--- config.mk ---
export PLATFORM = sky130hd
export DESIGN_NAME = planar_gfx_datapath
export DESIGN_NICKNAME = d
export VERILOG_FILES = /design/src/rtl/gfx_pkg.sv /design/src/rtl/gfx_regfile.sv /design/src/rtl/gfx_read_path.sv /design/src/rtl/gfx_write_path.sv /design/src/rtl/planar_gfx_datapath.sv
export SDC_FILE = /design/constraint.sdc
export NUM_CORES = 1
export LEC_CHECK = 0
export ABC_CLOCK_PERIOD_IN_PS = 5900
export CAP_MARGIN = 20
export CORE_MARGIN = 1.5
export CORE_UTILIZATION = 50
export CTS_BUF_LIST = sky130_fd_sc_hd__clkbuf_4
export CTS_CLUSTER_DIAMETER = 100
export DETAILED_ROUTE_END_ITERATION = 7
export PLACE_DENSITY = 0.71
export SKIP_CTS_REPAIR_TIMING = 1
export SYNTH_ARGS = -nofsm -noshare
export SYNTH_HDL_FRONTEND = slang
export SYNTH_SLANG_ARGS = --single-unit
--- constraint.sdc ---
create_clock -name clk -period 5.9 [get_ports clk]
set_clock_uncertainty 0.1 [all_clocks]
set_input_delay 0.885 -clock clk [delete_from_list [all_inputs] [get_ports clk]]
set_output_delay 0.885 -clock clk [all_outputs]
set_load 0.005 [all_outputs]
--- src/rtl/gfx_pkg.sv ---
package gfx_pkg;
  localparam int DW   = 8;
  localparam int NPL  = 4;
  localparam int IW   = 3;
  localparam int NREG = 1 << IW;
  localparam int SELW = $clog2(NPL);
  localparam int RSHW = $clog2(DW);

  localparam logic [IW-1:0] IX_SETRST = 3'd0;
  localparam logic [IW-1:0] IX_SREN   = 3'd1;
  localparam logic [IW-1:0] IX_CCOLOR = 3'd2;
  localparam logic [IW-1:0] IX_ROTFN  = 3'd3;
  localparam logic [IW-1:0] IX_RDSEL  = 3'd4;
  localparam logic [IW-1:0] IX_MODE   = 3'd5;
  localparam logic [IW-1:0] IX_DCARE  = 3'd6;
  localparam logic [IW-1:0] IX_MASK   = 3'd7;

  typedef enum logic [1:0] {FN_PASS, FN_AND, FN_OR, FN_XOR} fn_e;

  function automatic logic [DW-1:0] rot_right(input logic [DW-1:0] d,
                                               input logic [RSHW-1:0] n);
    logic [2*DW-1:0] t;
    t = {d, d} >> n;
    return t[DW-1:0];
  endfunction
endpackage

--- src/rtl/gfx_regfile.sv ---
module gfx_regfile
  import gfx_pkg::*;
#(
  parameter int W  = DW,
  parameter int AW = IW
) (
  input  logic                          clk,
  input  logic                          rst,
  input  logic                          cfg_we,
  input  logic                          cfg_is_index,
  input  logic [W-1:0]                  cfg_wdata,
  output logic [(1<<AW)-1:0][W-1:0]     regs
);
  localparam int N = 1 << AW;
  logic [AW-1:0] idx;

  always_ff @(posedge clk) begin
    if (rst) begin
      idx  <= '0;
      regs <= '0;
    end else if (cfg_we) begin
      if (cfg_is_index) idx <= cfg_wdata[AW-1:0];
      else              regs[idx] <= cfg_wdata;
    end
  end

  a_r10_index: assert property (@(posedge clk) disable iff (rst)
    (cfg_we && cfg_is_index) |=> (idx == $past(cfg_wdata[AW-1:0])));
  a_r10_data: assert property (@(posedge clk) disable iff (rst)
    (cfg_we && !cfg_is_index) |=> (regs[$past(idx)] == $past(cfg_wdata)));
endmodule

--- src/rtl/gfx_read_path.sv ---
module gfx_read_path
  import gfx_pkg::*;
#(
  parameter int W = DW,
  parameter int P = NPL
) (
  input  logic                    clk,
  input  logic                    rst,
  input  logic                    cpu_rd,
  input  logic [P*W-1:0]          mem_rdata,
  input  logic                    rd_mode,
  input  logic [$clog2(P)-1:0]    rd_sel,
  input  logic [P-1:0]            cc_color,
  input  logic [P-1:0]            cc_care,
  output logic [P-1:0][W-1:0]     latch_q,
  output logic [W-1:0]            cpu_rdata
);
  logic [P-1:0][W-1:0] planes;
  logic [W-1:0]        cmp_bits;
  logic [W-1:0]        rd_next;

  assign planes = mem_rdata;

  always_comb begin
    for (int i = 0; i < W; i++) begin
      cmp_bits[i] = 1'b1;
      for (int p = 0; p < P; p++)
        if (cc_care[p] && (planes[p][i] != cc_color[p])) cmp_bits[i] = 1'b0;
    end
    rd_next = rd_mode ? cmp_bits : planes[rd_sel];
  end

  always_ff @(posedge clk) begin
    if (rst) begin
      latch_q   <= '0;
      cpu_rdata <= '0;
    end else if (cpu_rd) begin
      latch_q   <= planes;
      cpu_rdata <= rd_next;
    end
  end

  a_r2_latch_load: assert property (@(posedge clk) disable iff (rst)
    cpu_rd |=> (latch_q == $past(mem_rdata)));
  a_r4_no_care_all_ones: assert property (@(posedge clk) disable iff (rst)
    (cpu_rd && rd_mode && (cc_care == '0)) |=> (cpu_rdata == '1));
  a_r11_hold: assert property (@(posedge clk) disable iff (rst)
    !cpu_rd |=> $stable(cpu_rdata));
endmodule

--- src/rtl/gfx_write_path.sv ---
module gfx_write_path
  import gfx_pkg::*;
#(
  parameter int W = DW,
  parameter int P = NPL
) (
  input  logic                    clk,
  input  logic                    rst,
  input  logic                    cpu_wr,
  input  logic [W-1:0]            cpu_wdata,
  input  logic [P-1:0][W-1:0]     latch_q,
  input  logic [P-1:0]            setrst,
  input  logic [P-1:0]            sr_en,
  input  logic [RSHW-1:0]         rot,
  input  fn_e                     fn,
  input  logic [1:0]              wmode,
  input  logic [P-1:0]            mask,
  output logic [P-1:0][W-1:0]     mem_wdata,
  output logic [P-1:0]            mem_we
);
  logic [W-1:0]        rotated;
  logic [P-1:0][W-1:0] result;

  assign rotated = rot_right(cpu_wdata, rot);

  for (genvar p = 0; p < P; p++) begin : g_plane
    logic [W-1:0] src;
    assign src = sr_en[p] ? {W{setrst[p]}} : rotated;
    always_comb begin
      unique case (fn)
        FN_AND:  result[p] = src & latch_q[p];
        FN_OR:   result[p] = src | latch_q[p];
        FN_XOR:  result[p] = src ^ latch_q[p];
        default: result[p] = src;
      endcase
    end

    a_r6_setrst: assert property (@(posedge clk) disable iff (rst)
      (cpu_wr && (fn == FN_PASS) && sr_en[p]) |=>
        (mem_wdata[p] == {W{$past(setrst[p])}}));
  end

  always_ff @(posedge clk) begin
    if (rst) begin
      mem_wdata <= '0;
      mem_we    <= '0;
    end else begin
      mem_we <= (cpu_wr && (wmode == 2'd0)) ? mask : '0;
      if (cpu_wr) mem_wdata <= result;
    end
  end

  a_r8_masked: assert property (@(posedge clk) disable iff (rst)
    ((mem_we & ~$past(mask)) == '0));
  a_r8_pulse: assert property (@(posedge clk) disable iff (rst)
    !cpu_wr |=> (mem_we == '0));
  a_r9_mode: assert property (@(posedge clk) disable iff (rst)
    (cpu_wr && (wmode != 2'd0)) |=> (mem_we == '0));
endmodule

--- src/rtl/planar_gfx_datapath.sv ---
module planar_gfx_datapath
  import gfx_pkg::*;
(
  input  logic               clk,
  input  logic               rst,
  input  logic               cfg_we,
  input  logic               cfg_is_index,
  input  logic [DW-1:0]      cfg_wdata,
  input  logic               cpu_rd,
  input  logic               cpu_wr,
  input  logic [DW-1:0]      cpu_wdata,
  input  logic [NPL*DW-1:0]  mem_rdata,
  output logic [DW-1:0]      cpu_rdata,
  output logic [NPL*DW-1:0]  mem_wdata,
  output logic [NPL-1:0]     mem_we
);
  logic [NREG-1:0][DW-1:0] regs;
  logic [NPL-1:0][DW-1:0]  latch_q;
  logic [NPL-1:0][DW-1:0]  wdata_p;
  fn_e                     fn;

  gfx_regfile #(.W(DW), .AW(IW)) u_regs (
    .clk, .rst, .cfg_we, .cfg_is_index, .cfg_wdata, .regs
  );

  gfx_read_path #(.W(DW), .P(NPL)) u_rd (
    .clk, .rst, .cpu_rd, .mem_rdata,
    .rd_mode  (regs[IX_MODE][3]),
    .rd_sel   (regs[IX_RDSEL][SELW-1:0]),
    .cc_color (regs[IX_CCOLOR][NPL-1:0]),
    .cc_care  (regs[IX_DCARE][NPL-1:0]),
    .latch_q,
    .cpu_rdata
  );

  assign fn = fn_e'(regs[IX_ROTFN][4:3]);

  gfx_write_path #(.W(DW), .P(NPL)) u_wr (
    .clk, .rst, .cpu_wr, .cpu_wdata, .latch_q,
    .setrst    (regs[IX_SETRST][NPL-1:0]),
    .sr_en     (regs[IX_SREN][NPL-1:0]),
    .rot       (regs[IX_ROTFN][RSHW-1:0]),
    .fn,
    .wmode     (regs[IX_MODE][1:0]),
    .mask      (regs[IX_MASK][NPL-1:0]),
    .mem_wdata (wdata_p),
    .mem_we
  );

  assign mem_wdata = wdata_p;

  a_r1_reset_quiet: assert property (@(posedge clk)
    $past(rst) |-> (mem_we == '0 && cpu_rdata == '0 && mem_wdata == '0));
endmodule

==> flow_metrics.env, run 1 <==
export IMPL_status="finished, final reports clean"
export IMPL_ys_seq_area_share_pct=31.4
export IMPL_regToRegEndpoint="u_wr.mem_wdata[1]"
export IMPL_dr_pass1_iters=6
export IMPL_fin_setup_tns_ns=0
export IMPL_crit_path_start="cpu_wdata[7]"
export IMPL_grt_pass1_vias=5737
export IMPL_root_buffer="clkbuf_4"
export IMPL_h_tree_depth=3
export IMPL_drt_iter0_markers=463
export IMPL_rows=42
export IMPL_fmax_mhz=354
export IMPL_fillCellCount=1200
export IMPL_cts_buffers=9
export IMPL_die_x_um=121
export IMPL_cts_buffer_depth=2
export IMPL_p_clk_share_pct=25.3
export IMPL_min_period_ns=2.83
export IMPL_path_cells="clkdlybuf4s50_1 > mux4_2 > mux2_4 > o21ai_2 > ha_1 > mux2i_1 > a22oi_1 > o211ai_1 > nand2_1"
export IMPL_worst_path_max_fanout=8
export IMPL_grt_start_max_net_pins=77
export IMPL_post_drt_wl_per_cell_um=17.7
export IMPL_highest_layer="met4"
export IMPL_drv_cap=0
export IMPL_yosys_warnings=0
export IMPL_max_vdd_ir_drop_mv=0.160
export IMPL_intPower_mw=0.995
export IMPL_synthToLayoutAreaGrowth_pct=15.7
export IMPL_slowest_stage="mux4_2"
export IMPL_antennaDiodeCount=0
export IMPL_end_kind="register"
export IMPL_io_pins=98
export IMPL_worstPathArrival_ns=3.11
export IMPL_portBuffers=94
export IMPL_grt_usage_pct=25.4
export IMPL_synth_avg_cell_area_um2=9.06
export IMPL_r2r_start="u_regs.regs[25]"
export IMPL_switchingPower_mw=0.429
export IMPL_finalCritPeriodShare_pct=47.9
export IMPL_hold_depth=2
export IMPL_multiInputGateArea_um2=4290
export IMPL_max_stage_delay_ns=0.51
export IMPL_dp_hpwl_mm=13.1
export IMPL_p_comb_share_pct=18.7
export IMPL_worstHoldStart="u_wr.mem_wdata[10]"
export IMPL_p_leak_nw=3.35
export IMPL_met2WireLength_mm=8.55
export IMPL_path_buf_inv=1
export IMPL_grt_antenna_before_repair=0
export IMPL_max_slew_margin_pct=26.0
export IMPL_stdcell_count=1003
export IMPL_start_util_pct=51.8
export IMPL_crit_required_ns=6.19
export IMPL_crit_path_start_kind="input port"
export IMPL_wl_met3_um=864
export IMPL_slew_viol_final=0
export IMPL_dieHeight_um=121
export IMPL_regArea_um2=2180
export IMPL_synth_area_um2=6950
export IMPL_wirelength_mm=17.8
export IMPL_worstHoldPathType="reg -> reg"
export IMPL_yosys_register_bits=109
export IMPL_cp_top_family="multiplexers"
export IMPL_seq_power_share_pct=56.1
export IMPL_rsz0062_at_grt="no"
export IMPL_powerDensity_nw_per_um2=177
export IMPL_dp_slack_ns=2.56
export IMPL_report_final_setup_viol=0
export IMPL_synth_nets=885
export IMPL_worstHoldEndpoint="u_wr.mem_wdata[10]"
export IMPL_clock_latency_ns=0.50
export IMPL_place_congestion=0.877
export IMPL_synthCells=767
export IMPL_grt_overflow=0
export IMPL_num_vias=5715
export IMPL_cts_clk_slew_worst_paths_ns=0.15
export IMPL_met1Wirelength_mm=7.63
export IMPL_drive_gt1_share_pct=13.9
export IMPL_r2r_setup_slack_ns=3.20
export IMPL_vias_per_cell=5.70
export IMPL_core_area_um2=13400
export IMPL_dieArea_um2=14600
export IMPL_numClockSinks=109
export IMPL_grt_pass1_wl_mm=28.8
export IMPL_drt_antenna_violating_nets=0
export IMPL_synth_cell_types=33
export IMPL_hold_viol_final=0
export IMPL_finish_net_count=941
export IMPL_rr_worst_depth=8
export IMPL_p_sw_share_pct=30.1
export IMPL_setup_ws_ns=3.07
export IMPL_drc_errors=0
export IMPL_worst_slew_pin_slew_ns=1.11
export IMPL_dp_cells=988
export IMPL_worstSetupPathType="in -> reg"
export IMPL_cts_tree="yes"
kinds of logic after synthesis:
family	after synthesis	share of synthesized area [%]
compound gates	147	15.3
xor+xnor	32	4.03
fa+ha+maj	64	11.5
buf+inv	122	6.95
flops	109	31.4
mux	112	19.6
simple gates	181	11.2
power groups by stage:
stage | Clock [mW] | Sequential (mW) | Combinational (mW)
floorplan | 0 | 0.803 | 0.150
finish | 0.360 | 0.798 | 0.266
global placement | 0 | 0.813 | 0.253
detailed placement | 0 | 0.814 | 0.265
global route | 0.396 | 0.803 | 0.294
CTS | 0.374 | 0.799 | 0.267
tightest hold or removal path: cells and delay by family, from the launching register on:
kind / cells / cell delay (ns)
DFF: 1 / 0.34
and+or+nand+nor: 2 / 0.09
how the worst max path moves through the flow:
stage                               to  cells past startpoint  slack, ns
floorplan           u_wr.mem_wdata[30]                      8       3.25
finish               u_wr.mem_wdata[1]                      9       3.07
global placement     u_wr.mem_wdata[0]                      9       2.64
CTS                  u_wr.mem_wdata[1]                      9       3.10
detailed placement   u_wr.mem_wdata[1]                      9       2.56
global route        u_wr.mem_wdata[30]                      9       2.98
cell usage after synthesis:
cell	instances	area (µm²)
dfxtp_1	109	2180
o21ai_2	32	280
nor3_4	1	16.3
ha_1	64	801
buf_1	7	26.3
mux2_4	8	120
and2_1	4	25.0
a21oi_1	25	125
buf_6	2	22.5
o211ai_1	32	240
nor2b_1	10	62.6
mux2i_1	88	881
o21ai_0	4	20.0
buf_2	8	40.0
mux4_2	16	360
a31oi_1	4	25.0
a22oi_1	32	240
clkbuf_1	37	139
nand2b_1	2	12.5
nor2_1	61	229
nor3_1	1	5.00
nor3b_2	1	12.5
or3b_1	1	8.76
nand2_1	87	327
nand3b_1	3	22.5
or3_1	5	31.3
o21ai_1	10	50.1
inv_2	32	120
inv_1	36	135
nand3_1	4	20.0
a222oi_1	8	80.1
xor2_1	32	280
nor3b_1	1	7.51
cells in the final DEF (no fill, tap or decap), types with 36 or more instances in the layout:
cell type | netlist | final
mux2i_1 | 88 | 88
inv_1 | 36 | 36
nand2_1 | 87 | 87
nor2_1 | 61 | 60
clkdlybuf4s50_1 | 0 | 92
dfxtp_1 | 109 | 108
ha_1 | 64 | 64
flip-flops by register name (all words and copies together), names as in the netlist:
signal / count
u_wr.mem_we: 4
u_rd.cpu_rdata: 8
u_wr.mem_wdata: 32
u_regs.regs: 30
u_rd.latch_q: 32
u_regs.idx: 3
final cells by class:
type                            count  area share [%]
Multi-Input combinational cell    536            53.3
Sequential cell                   109            27.2
Timing Repair Buffer               99            12.1
Inverter                           68            3.17
Tap cell                          176            2.74
Clock buffer                        9           0.840
Clock inverter                      6           0.638
metrics by stage:
step / area, µm² / power, mW / hold WS (ns) / utilization, %
2_1_floorplan: 6950 / 0.953 / 0.329 / -
3_3_place_gp: 7910 / 1.07 / 0.326 / 59.0
3_5_place_dp: 7920 / 1.08 / 0.332 / 59.1
4_1_cts: 8040 / 1.44 / 0.352 / 60.0
5_1_grt: 8040 / 1.49 / 0.372 / 60.0
6_report: 8040 / 1.42 / 0.348 / 60.0
layer usage:
layer / GRT usage [%] / up-vias
li1: - / 2749
met1: 31.9 / 2748
met2: 42.6 / 173
met3: 4.18 / 45
met4: 11.7 / 0
met5: 0 / -
No activity file was read; power rests on OpenSTA's default activity.
==> run 2, diff against run 1 <==
ABC_CLOCK_PERIOD_IN_PS = 2400   (was 5900)
PLACE_DENSITY = 0.74   (was 0.71)
clock period = 2.4 ns   (was 5.9 ns; I/O delays follow)
==> run 2 against run 1 <==
Net effect: the flow now finishes with violations (negative setup slack); setup slack worse by 3.2 ns; sequential cell count stayed put; final area is 8.6% higher; hold slack worse by 0.24 ns; critical path type is now reg -> reg; largest cell class unchanged.
==> flow_metrics.env, run 2 (synthesized netlist as in run 1, its figures left out) <==
export IMPL_status="complete, but fails checks"
export IMPL_violations="negative setup slack"
export IMPL_dr_pass1_iters=7
export IMPL_reg_top3="u_rd.latch_q (32), u_wr.mem_wdata (32), u_regs.regs (30)"
export IMPL_crit_path_start_kind="register"
export IMPL_worst_path_max_fanout=8
export IMPL_grt_usage_pct=26.4
export IMPL_setup_ws_ns=-0.146
export IMPL_portBuffers=94
export IMPL_dieHeight_um=121
export IMPL_num_vias=5947
export IMPL_clock_latency_ns=0.52
export IMPL_core_area_um2=13400
export IMPL_drt_antenna_violating_nets=0
export IMPL_slew_viol_final=0
export IMPL_finish_instance_area_um2=8730
export IMPL_worstSetupPathType="reg -> reg"
export IMPL_regToRegEndpoint="u_wr.mem_wdata[30]"
export IMPL_grt_start_max_net_pins=37
export IMPL_worst_slew_pin_slew_ns=0.729
export IMPL_vias_per_cell=5.76
export IMPL_drv_cap=0
export IMPL_worstPathArrival_ns=2.86
export IMPL_grt_overflow=0
export IMPL_dieArea_um2=14600
export IMPL_grt_pass1_wl_mm=29.9
export IMPL_fillCellCount=1075
export IMPL_crit_path_start="u_regs.regs[25]"
export IMPL_die_x_um=121
export IMPL_max_slew_margin_pct=51.3
export IMPL_max_vdd_ir_drop_mv=0.352
export IMPL_hold_viol_final=0
export IMPL_fmax_mhz=393
export IMPL_rsz0062_at_grt="yes"
export IMPL_post_drt_wl_per_cell_um=18.9
export IMPL_drc_errors=0
export IMPL_drt_iter0_markers=434
export IMPL_grt_pass1_vias=5753
export IMPL_cts_clk_slew_worst_paths_ns=0.19
export IMPL_powerDensity_nw_per_um2=422
export IMPL_most_common_layout_cells="dfxtp_1, clkdlybuf4s50_1, nand2_1"
export IMPL_rows=42
export IMPL_cts_buffer_depth=2
export IMPL_rr_worst_depth=9
export IMPL_finalCritPeriodShare_pct=106
export IMPL_cts_tree="yes"
export IMPL_worstHoldPathType="in -> reg"
export IMPL_min_period_ns=2.55
export IMPL_finish_net_count=970
export IMPL_crit_required_ns=2.71
export IMPL_root_buffer="clkbuf_4"
export IMPL_grt_antenna_before_repair=0
export IMPL_whs_ns=0.109
export IMPL_synthToLayoutAreaGrowth_pct=25.7
export IMPL_r2r_start="u_regs.regs[25]"
export IMPL_end_kind="register"
export IMPL_dp_hpwl_mm=14.0
export IMPL_io_pins=98
export IMPL_dp_cells=1016
export IMPL_numClockSinks=109
export IMPL_drive_gt1_share_pct=20.9
export IMPL_h_tree_depth=3
export IMPL_cts_buffers=9
export IMPL_wirelength_mm=19.6
export IMPL_placed_area_um2=8140
export IMPL_place_congestion=0.891
export IMPL_p_leak_nw=3.55
export IMPL_r2r_setup_slack_ns=-0.15
export IMPL_antennaDiodeCount=0
export IMPL_mostFrequentLayoutCell="dfxtp_1"
export IMPL_report_final_setup_viol=25
export IMPL_start_util_pct=51.8
export IMPL_stdcell_count=1033
export IMPL_critPathCapture="u_wr.mem_wdata[30]"
[run 2: final cells by class]
cell class                      instances  area [µm²]  share of cell area, %
Tap cell                              176         220                   2.52
Clock inverter                          6        62.6                  0.716
Timing Repair Buffer                  128        1200                   13.7
Sequential cell                       109        2190                   25.1
Multi-Input combinational cell        536        4730                   54.2
Inverter                               68         255                   2.92
Clock buffer                           10        75.1                  0.860
[run 2: metal layers]
metal | global-route usage, % | vias to the layer above | wire [µm] | part of all wire [%]
met5 | 0 | - | 0 | 0
met4 | 9.85 | 0 | 423 | 2.2
met3 | 3.24 | 36 | 1190 | 6.1
met2 | 44.4 | 245 | 9560 | 49
met1 | 34.8 | 2846 | 8390 | 43
li1 | - | 2820 | - | -
[run 2: through the flow]
| step | total power [mW] | worst slack, ns | util, % | setup TNS (ns) |
|---|---|---|---|---|
| 3_5_place_dp | 2.68 | -0.426 | 60.7 | -11.18 |
| 2_1_floorplan | 2.34 | 0.137 | - | 0 |
| 5_1_grt | 3.84 | -0.236 | 65.2 | -4.67 |
| 4_1_cts | 3.61 | -0.168 | 61.8 | -2.40 |
| 3_3_place_gp | 2.64 | -0.327 | 60.7 | -8.79 |
| 6_report | 3.69 | -0.146 | 65.2 | -1.69 |
[run 2: how the worst min path moves through the flow]
stage	start	endpoint	slack, ns	depth (start not counted)
final	rst	u_rd.latch_q[25]	0.11	2
after global routing	rst	u_rd.latch_q[25]	0.13	2
after CTS	rst	u_rd.latch_q[25]	0.09	2
after detailed placement	u_wr.mem_wdata[9]	u_wr.mem_wdata[9]	0.33	2
after global placement	u_wr.mem_wdata[14]	u_wr.mem_wdata[14]	0.32	2
after floorplan	u_regs.regs[56]	u_wr.mem_we[0]	0.33	1
[run 2: where the power goes]
group	total [mW]	switching, mW	internal [mW]
registers	1.96	0.0715	1.89
logic	0.771	0.383	0.389
clock network	0.955	0.701	0.254
total	3.69	1.16	2.53
[run 2: critical path, stage by stage (launching register included)]
cell	delay, ns
dfxtp_2	0.39
buf_12	0.13
mux4_2	0.51
mux2_4	0.37
o21ai_4	0.21
ha_4	0.22
mux2i_2	0.17
a22oi_2	0.11
o211ai_1	0.12
nand2_1	0.08
==> run 3, diff against run 2 <==
CTS_BUF_LIST = sky130_fd_sc_hd__clkbuf_16   (was sky130_fd_sc_hd__clkbuf_4)
RECOVER_POWER = 25   (was not set)
==> run 3 against run 2 <==
Net effect: the run ends with design-rule violations, negative setup slack left; fmax up 1.9%; core utilization up 0.30 points; cell count unchanged; hold slack better by 0.16 ns; sequential cell count unchanged; power up 14%; register-to-register slack better by 0.05 ns; non-clock buffer count unchanged; sequential power about the same; setup slack better by 0.047 ns; wire length down 0.27%; largest cell class unchanged.
==> flow_metrics.env, run 3 (synthesized netlist as in run 1, its figures left out) <==
export IMPL_switchingPower_mw=1.21
export IMPL_worstSetupPathType="reg -> reg"
export IMPL_intPower_mw=2.99
export IMPL_slowest_stage="mux4_2"
export IMPL_wirelength_mm=19.5
export IMPL_whs_ns=0.264
export IMPL_report_power_total_mw=4.21
export IMPL_io_pins=98
export IMPL_p_comb_share_pct=17.8
export IMPL_dp_hpwl_mm=14.0
export IMPL_dieArea_um2=14600
export IMPL_utilization_pct=65.5
export IMPL_core_area_um2=13400
export IMPL_drive_gt1_share_pct=19.6
export IMPL_violations="design-rule violations, negative setup slack"
export IMPL_root_buffer="clkbuf_16"
export IMPL_most_common_layout_cells="dfxtp_1, nand2_1, clkdlybuf4s50_1"
export IMPL_end_kind="register"
export IMPL_worstPathArrival_ns=2.66
export IMPL_dp_slack_ns=-0.426
export IMPL_finalCritPeriodShare_pct=104
export IMPL_rsz0062_at_grt="yes"
export IMPL_max_slew_margin_pct=28.7
export IMPL_crit_path_start_kind="register"
export IMPL_grt_start_max_net_pins=37
export IMPL_hold_viol_final=0
export IMPL_finish_instance_area_um2=8770
export IMPL_grt_pass1_wl_mm=30.1
export IMPL_r2r_setup_slack_ns=-0.1
export IMPL_grt_overflow=0
export IMPL_max_stage_delay_ns=0.52
export IMPL_report_final_setup_viol=24
export IMPL_antennaDiodeCount=0
export IMPL_fmax_mhz=400
export IMPL_drv_cap=0
export IMPL_grt_pass1_vias=5810
export IMPL_status="complete, but fails checks"
export IMPL_cts_buffer_depth=2
export IMPL_drt_iter0_markers=431
export IMPL_grt_antenna_before_repair=0
export IMPL_rows=42
export IMPL_vias_per_cell=5.79
export IMPL_p_leak_nw=3.64
export IMPL_cts_buffers=9
export IMPL_worstHoldPathType="in -> reg"
export IMPL_powerDensity_nw_per_um2=479
export IMPL_num_vias=5985
export IMPL_portBuffers=94
export IMPL_dr_pass1_iters=7
export IMPL_numClockSinks=109
export IMPL_placed_area_um2=8140
export IMPL_max_vdd_ir_drop_mv=0.304
export IMPL_min_period_ns=2.50
export IMPL_finish_net_count=970
export IMPL_seq_power_share_pct=46.6
export IMPL_grt_usage_pct=26.6
export IMPL_place_congestion=0.891
export IMPL_crit_required_ns=2.56
export IMPL_drc_errors=1
export IMPL_synthToLayoutAreaGrowth_pct=26.3
export IMPL_dieHeight_um=121
export IMPL_p_sw_share_pct=28.8
export IMPL_die_x_um=121
export IMPL_cts_clk_slew_worst_paths_ns=0.08
export IMPL_h_tree_depth=3
export IMPL_post_drt_wl_per_cell_um=18.9
export IMPL_reg_top3="u_rd.latch_q (32), u_wr.mem_wdata (32), u_regs.regs (30)"
export IMPL_p_clk_share_pct=35.6
export IMPL_slew_viol_final=0
export IMPL_clock_latency_ns=0.37
export IMPL_worst_path_max_fanout=8
export IMPL_path_cells="buf_12 > mux4_2 > mux2_4 > o21ai_2 > ha_1 > mux2i_1 > a22oi_1 > o211ai_1 > nand2_1"
export IMPL_worst_slew_pin_slew_ns=1.07
export IMPL_mostFrequentLayoutCell="dfxtp_1"
export IMPL_cts_tree="yes"
export IMPL_drt_antenna_violating_nets=0
export IMPL_setup_ws_ns=-0.0989
export IMPL_start_util_pct=51.8
run 3: cell count changes in the layout (fill, tap and decap cells not counted), moves of 6 or more:
cell / change
clkbuf_4: -10
clkdlybuf4s50_1: -6
ha_4: -6
clkbuf_16: +9
ha_1: +8
run 3: final timing paths:
| kind | startpoint | to | cells past startpoint |
|---|---|---|---|
| worst max-delay path | u_regs.regs[25] | u_wr.mem_wdata[5] | 9 |
| worst min-delay path | rst | u_rd.latch_q[25] | 2 |
| worst max register to register | u_regs.regs[25] | u_wr.mem_wdata[5] | 9 |
| worst min register to register | u_wr.mem_wdata[9] | u_wr.mem_wdata[9] | 2 |
run 3: critical path: cells and delay by family, from the launching register on:
kind                       cells  cell delay, ns
buffers and inverters          1            0.13
muxes                          3            1.02
and+or+nand+nor                1            0.07
adders and majority gates      1            0.27
DFF                            1            0.36
AOI/OAI and AO/OA              3            0.43
run 3: cell type report:
class                   instances  area (µm²)
repair buffers                128        1200
well taps                     176         220
multi-input cells             536        4620
fillers                      1080        4630
clock inverters                 7        66.3
inverters                      68         255
clock buffers                   9         225
flip-flops and latches        109        2190
run 3: power by group through the flow:
stage	sequential [mW]	combinational, mW	clock, mW
2_1_floorplan	1.97	0.368	0
3_3_place_gp	1.99	0.646	0
3_5_place_dp	2.00	0.682	0
4_1_cts	1.96	0.687	1.51
5_1_grt	1.97	0.813	1.58
6_report	1.96	0.749	1.50
run 3: through the flow:
step / cells / setup TNS, ns
after floorplan: 767 / 0
after global routing: 1033 / -4.08
after detailed placement: 1016 / -11.18
after CTS: 1032 / -1.87
final: 1033 / -0.985
after global placement: 1016 / -8.79
run 3: per-layer routing:
layer | up-vias | GRT usage [%] | part of all wire [%] | wire length, µm
met3 | 30 | 4.14 | 6.4 | 1250
met1 | 2899 | 34.6 | 42 | 8210
li1 | 2817 | - | - | -
met4 | 0 | 9.04 | 2.0 | 384
met5 | - | 0 | 0 | 0
met2 | 239 | 45.1 | 50 | 9670
